[src/rtl/dac_seq_pkg.sv]
// Shared types and helpers for the DAC power-mode sequencer.
// Assumes the converter is clocked by the same clock as this logic.
package dac_seq_pkg;

    // Mode code, also the value reported on the status output.
    typedef enum logic [1:0] {
        MODE_OFF  = 2'b00,
        MODE_IDLE = 2'b01,
        MODE_WAKE = 2'b10,
        MODE_RUN  = 2'b11
    } mode_e;

    // Command codes carried on cmd_op.
    typedef enum logic [1:0] {
        OP_NONE = 2'b00,
        OP_RUN  = 2'b01,
        OP_IDLE = 2'b10,
        OP_OFF  = 2'b11
    } op_e;

    // Number of whole clock cycles covering ns nanoseconds at hz, never below 2.
    function automatic int wait_cycles(longint hz, longint ns);
        longint c;
        c = (hz * ns + 64'd999_999_999) / 64'd1_000_000_000;
        if (c < 2) c = 2;
        return int'(c);
    endfunction

endpackage

[src/rtl/dac_wake_timer.sv]
// Settling-wait counter. A load picks the long wait (leaving off) or the
// short wait (leaving idle). The count runs down only while 'active' is high.
// Assumes both wait lengths are at least 2 cycles.
module dac_wake_timer #(
    parameter int LONG_CYC  = 5000,
    parameter int SHORT_CYC = 50
) (
    input  logic clk,
    input  logic rst_n,
    input  logic load,
    input  logic long_sel,
    input  logic active,
    output logic done
);
    localparam int CW = $clog2(LONG_CYC + 1);
    localparam logic [CW-1:0] LONG_INIT  = CW'(LONG_CYC - 1);
    localparam logic [CW-1:0] SHORT_INIT = CW'(SHORT_CYC - 1);

    logic [CW-1:0] cnt;

    // Load on a wake request, then count down to zero while waking.
    always_ff @(posedge clk) begin
        if (!rst_n) begin
            cnt <= '0;
        end else if (load) begin
            cnt <= long_sel ? LONG_INIT : SHORT_INIT;
        end else if (active && (cnt != '0)) begin
            cnt <= cnt - 1'b1;
        end
    end

    assign done = (cnt == '0);
endmodule

[src/rtl/dac_mode_fsm.sv]
// Power-mode state machine. Decodes commands, starts the wake timer and
// drives the converter's mode pins and chip select from the registered mode.
// Assumes the timer's 'done' is valid one cycle after a load.
module dac_mode_fsm
    import dac_seq_pkg::*;
(
    input  logic       clk,
    input  logic       rst_n,
    input  logic       cmd_valid,
    input  logic [1:0] cmd_op,
    input  logic       wait_done,
    output mode_e      mode,
    output logic       tmr_load,
    output logic       tmr_long,
    output logic       pd,
    output logic       en,
    output logic       cs_n
);
    mode_e nxt;
    op_e   op;

    assign op = op_e'(cmd_op);

    // Next-mode decision: a finished wait first, then commands override.
    always_comb begin
        nxt      = mode;
        tmr_load = 1'b0;
        tmr_long = 1'b0;
        if (mode == MODE_WAKE && wait_done) begin
            nxt = MODE_RUN;
        end
        if (cmd_valid) begin
            case (op)
                OP_RUN: begin
                    if (mode == MODE_OFF) begin
                        nxt      = MODE_WAKE;
                        tmr_load = 1'b1;
                        tmr_long = 1'b1;
                    end else if (mode == MODE_IDLE) begin
                        nxt      = MODE_WAKE;
                        tmr_load = 1'b1;
                    end
                end
                OP_IDLE: nxt = MODE_IDLE;
                OP_OFF:  nxt = MODE_OFF;
                default: ;
            endcase
        end
    end

    // Mode register; reset leaves the converter fully off.
    always_ff @(posedge clk) begin
        if (!rst_n) mode <= MODE_OFF;
        else        mode <= nxt;
    end

    // Pin decode from the registered mode, so the pins never glitch.
    always_comb begin
        pd   = (mode == MODE_OFF);
        en   = (mode == MODE_WAKE) || (mode == MODE_RUN);
        cs_n = !en;
    end
endmodule

[src/rtl/dac_sample_pipe.sv]
// Sample path. Accepts a stream beat only while running, holds the bus
// between beats, and follows the converter's internal register stages so
// that out_valid rises when the analog output takes the code.
// Assumes the converter captures on every rising edge of the shared clock.
module dac_sample_pipe #(
    parameter int DATA_W = 8,
    parameter int LAT    = 2
) (
    input  logic              clk,
    input  logic              rst_n,
    input  logic              run,
    input  logic              s_valid,
    input  logic [DATA_W-1:0] s_data,
    output logic              s_ready,
    output logic [DATA_W-1:0] dac_data,
    output logic              out_valid,
    output logic [DATA_W-1:0] out_code
);
    logic              accept;
    logic              acc_q;
    logic [LAT-1:0]    stg_v;
    logic [DATA_W-1:0] stg_d [LAT];

    assign s_ready = run;
    assign accept  = s_valid && run;

    // Present an accepted sample on the bus and mark it as in flight.
    always_ff @(posedge clk) begin
        if (!rst_n) begin
            dac_data <= '0;
            acc_q    <= 1'b0;
        end else begin
            acc_q <= accept;
            if (accept) dac_data <= s_data;
        end
    end

    // One tracking stage per converter register; flushed when not running.
    for (genvar i = 0; i < LAT; i++) begin : g_stage
        logic              src_v;
        logic [DATA_W-1:0] src_d;
        if (i == 0) begin : g_first
            assign src_v = acc_q;
            assign src_d = dac_data;
        end else begin : g_next
            assign src_v = stg_v[i-1];
            assign src_d = stg_d[i-1];
        end
        // Shift the in-flight flag and code one converter stage onward.
        always_ff @(posedge clk) begin
            if (!rst_n) begin
                stg_v[i] <= 1'b0;
                stg_d[i] <= '0;
            end else begin
                stg_v[i] <= run ? src_v : 1'b0;
                stg_d[i] <= src_d;
            end
        end
    end

    assign out_valid = stg_v[LAT-1];
    assign out_code  = stg_d[LAT-1];
endmodule

[src/rtl/dac_pwr_seq.sv]
// Top of the DAC power-mode sequencer: mode FSM, wake timer and sample path.
// Assumes the converter shares clk and that clk meets its period limits.
module dac_pwr_seq
    import dac_seq_pkg::*;
#(
    parameter int     DATA_W       = 8,
    parameter longint CLK_HZ       = 100_000_000,
    parameter longint SHDN_WAIT_NS = 50_000,
    parameter longint STBY_WAIT_NS = 500,
    parameter int     PIPE_LAT     = 2
) (
    input  logic              clk,
    input  logic              rst_n,
    input  logic              cmd_valid,
    input  logic [1:0]        cmd_op,
    input  logic              s_valid,
    input  logic [DATA_W-1:0] s_data,
    output logic              s_ready,
    output logic [DATA_W-1:0] dac_data,
    output logic              dac_cs_n,
    output logic              dac_pd,
    output logic              dac_en,
    output logic              out_valid,
    output logic [DATA_W-1:0] out_code,
    output logic [1:0]        mode_st
);
    localparam int LONG_CYC  = wait_cycles(CLK_HZ, SHDN_WAIT_NS);
    localparam int SHORT_CYC = wait_cycles(CLK_HZ, STBY_WAIT_NS);

    mode_e mode;
    logic  tmr_load, tmr_long, tmr_done;

    dac_mode_fsm u_fsm (
        .clk       (clk),
        .rst_n     (rst_n),
        .cmd_valid (cmd_valid),
        .cmd_op    (cmd_op),
        .wait_done (tmr_done),
        .mode      (mode),
        .tmr_load  (tmr_load),
        .tmr_long  (tmr_long),
        .pd        (dac_pd),
        .en        (dac_en),
        .cs_n      (dac_cs_n)
    );

    dac_wake_timer #(
        .LONG_CYC  (LONG_CYC),
        .SHORT_CYC (SHORT_CYC)
    ) u_tmr (
        .clk      (clk),
        .rst_n    (rst_n),
        .load     (tmr_load),
        .long_sel (tmr_long),
        .active   (mode == MODE_WAKE),
        .done     (tmr_done)
    );

    dac_sample_pipe #(
        .DATA_W (DATA_W),
        .LAT    (PIPE_LAT)
    ) u_pipe (
        .clk       (clk),
        .rst_n     (rst_n),
        .run       (mode == MODE_RUN),
        .s_valid   (s_valid),
        .s_data    (s_data),
        .s_ready   (s_ready),
        .dac_data  (dac_data),
        .out_valid (out_valid),
        .out_code  (out_code)
    );

    assign mode_st = mode;
endmodule

[config.mk]
export PLATFORM = sky130hd
export DESIGN_NAME = dac_pwr_seq
export DESIGN_NICKNAME = d
export VERILOG_FILES = /design/src/rtl/dac_seq_pkg.sv /design/src/rtl/dac_wake_timer.sv /design/src/rtl/dac_mode_fsm.sv /design/src/rtl/dac_sample_pipe.sv /design/src/rtl/dac_pwr_seq.sv
export SDC_FILE = /design/constraint.sdc
export NUM_CORES = 1
export LEC_CHECK = 0
export ABC_AREA = 1
export BUFFER_PORTS_ARGS = -buffer_cell sky130_fd_sc_hd__buf_4
export CELL_PAD_IN_SITES_DETAIL_PLACEMENT = 1
export CELL_PAD_IN_SITES_GLOBAL_PLACEMENT = 1
export CORE_MARGIN = 2
export CORE_UTILIZATION = 38
export CTS_CLUSTER_DIAMETER = 100
export DETAILED_ROUTE_END_ITERATION = 10
export GPL_TIMING_DRIVEN = 0
export PLACE_DENSITY = 0.82
export SYNTH_ARGS = -nofsm -noshare
export SYNTH_HDL_FRONTEND = slang
export SYNTH_SLANG_ARGS = --single-unit
export TNS_END_PERCENT = 1
[constraint.sdc]
create_clock -name clk -period 1.7 [get_ports clk]
set_input_delay 0.085 -clock clk [delete_from_list [all_inputs] [get_ports clk]]
set_output_delay 0.085 -clock clk [all_outputs]
set_load 0.02 [all_outputs]
==> reports/results.ini <==
[outcome]
run_status = completed

[final_layout]
diodes = 0
num-fill-cells = 619
multiInputGateArea_um2 = 811
seqCellArea_um2 = 841
synthToLayoutAreaGrowth_pct = 26.2
drive_above_1_share = 0.212
nets = 321
stdcell_area_mm2 = 0.00231

[logic_synthesis]
synth_edf_count = 0
yosysTopAreaCell = dfxtp_1
synth_seq_cells = 42
ys_seq_area_frac = 0.458
synthCells = 259
synth.top_cell.area_share = 0.458
synthArstFlopShare = 0
yosysUniqueCellTypes = 23
yosysWarnings = 0
syn_area_mm2 = 0.00183
yosysMostFrequentCell = nand2_1
netlist_top_cells_area = dfxtp_1 (46%), nand2_1 (12%), nor2_1 (8.6%)
syn_avg_cell_area_um2 = 7.08
synth_nets = 275
ys.flop_type = dfxtp_1
yosys-top-cells-count = nand2_1 (57), dfxtp_1 (42), nor2_1 (42)

[place]
place_area_mm2 = 0.00217
gp_congestion = 0.822
portBuffers = 36
place_hpwl_mm = 3.54

[drt]
wl_per_cell_um = 13.2
route.vias.total = 1727
drc = 0
via_per_inst = 4.80
ant_nets = 0
drt_first_pass_iters = 5
drtIter0Drc = 86
totalWireLength_mm = 4.75

[floorplanning]
initial_core_util = 0.391
die_w_um = 73.5
io_pins = 37
core_region_area_mm2 = 0.00469
num_rows = 25
dieArea_mm2 = 0.00540
die_h_um = 73.5

[timing]
hold_violations = 0
setup_tns_ns = 0
slew_violations = 0
setup_violations = 0
tightest_slew_ns = 0.515
max_freq_ghz = 0.642
rsz0062_at_grt = no
fin_crit_sh = 0.916
final.setup_skew_ns = 0.00671
finalCriticalPeriod_ns = 1.56
maxSlewHeadroom = 0.657

[worst_setup_path]
crit_fanout = 10
crit_slowest_cell = dfxtp_1
crit_family = simple AND/OR/NAND/NOR gates
cp_num_buf_inv = 3
endpoint_kind = register
worstPathCellList = inv_1 > ha_1 > nand2_2 > nor2_4 > nand2_4 > nand2_8 > inv_2 > nand2_1 > nand3_1 > nand2_1 > inv_1
cp_data_arrival_time_ns = 1.75
path_class = register to register
cp_data_required_time_ns = 1.89
start_kind = register
r2r_setup_slack_ns = 0.14
max_stage_delay_ns = 0.33

[clock_tree]
cts-root-buf = clkbuf_8
clk_path_buf_depth = 2
clk_latency_ns = 0.29
cts_htree_levels = 2
numCtsBuffers = 5
cts_tree = built
numClockSinks = 42
clk_pin_slew_worst_paths_ns = 0.08

[global_routing]
track_usage = 0.189
met1_usage = 0.223
use_met3 = 0.0576
overflow = 0
grt_use_met2 = 0.318
grt_pass1_vias = 1626
grt_first_pass_wirelength_mm = 7.58
grt_busiest_layer = met2
grt_max_degree = 14
antenna_found_initial = 0

[hold_path]
hp-class = input pin to register

[job]
maxCapViolations = 0

[power]
leakage_nw = 1.23
power.density_mw_per_mm2 = 1040
irDropWorstVdd_mv = 0.445

-- worst paths after layout --
kind	start	to	depth (start not counted)
max	u_tmr.cnt[0]$_SDFFE_PN0P_	u_tmr.cnt[9]$_SDFFE_PN0P_	11
min	s_data[3]	u_pipe.dac_data[3]$_SDFFE_PN0P_	3
max reg2reg	u_tmr.cnt[0]$_SDFFE_PN0P_	u_tmr.cnt[9]$_SDFFE_PN0P_	11
min reg2reg	u_pipe.g_stage[1].src_v$_SDFF_PN0_	u_pipe.out_valid$_SDFF_PN0_	2
-- worst min-delay path: stages --
cell	delay (ns)
buf_4	0.08
nor2_1	0.03
a21oi_1	0.09
-- sequential cells by signal, summed over array words and instances, names as in the netlist --
name,count
u_pipe.stg_d,16
u_tmr.cnt,13
u_pipe.dac_data,8
u_fsm.mode,2
u_pipe.acc_q,1
u_pipe.g_stage.src_v,1
u_pipe.out_valid,1
-- through the flow --
stage	util	hold slack (ns)	cells	setup WS, ns	total power [mW]
finish	0.493	0.0244	360	0.143	2.42
global route	0.493	0.00744	360	0.0216	2.56
CTS	0.491	0.0153	359	0.130	2.43
detailed placement	0.463	0.293	349	0.223	1.62
global placement	0.463	0.284	349	0.241	1.60
floorplan	-	0.181	259	0.308	1.47
-- logic make-up (layout without fill, tap and decap cells) --
group / count (synthesis) / after routing / share of synthesized area
and+or+nand+nor: 141 / 141 / 0.359
buffers and inverters: 50 / 97 / 0.102
DFF: 42 / 42 / 0.458
AOI/OAI and AO/OA: 24 / 24 / 0.0668
adders and majority gates: 2 / 2 / 0.0136
-- cells in the final DEF (no fill, tap or decap), drive strengths merged, types with 3 or more instances in the layout --
cell / n
nand2: 63
buf: 37
nand3: 23
o21ai: 7
inv: 47
nand4: 3
a21oi: 16
clkbuf: 9
dfxtp: 42
nor2: 48
-- cell type report --
cell class	count	share of cell area
clock buffers	6	0.0314
repair buffers	39	0.129
clock inverters	2	0.0162
flip-flops and latches	42	0.363
multi-input cells	167	0.350
inverters	47	0.0762
well taps	54	0.0292
plain buffers	3	0.00486
-- timing repair --
action                                  4_1_cts  5_1_grt
hold buffers                                  2        0
endpoints found under the setup margin        0        2
gates resized for setup                       0        2
hold endpoints to repair                      1        0
buffers inserted                              0        1
-- metal layers --
| metal | wire length, µm | vias up |
|---|---|---|
| li1 | - | 883 |
| met1 | 2090 | 811 |
| met2 | 2470 | 29 |
| met3 | 136 | 4 |
| met4 | 56 | 0 |
| met5 | 0 | - |
-- power breakdown --
group          switching, mW  leakage, nW  internal [mW]
sequential            0.0469        0.340           1.02
combinational          0.361        0.836          0.205
clock                  0.347       0.0514          0.438
total                  0.755         1.23           1.66
Power figures use the tool's default switching activity.
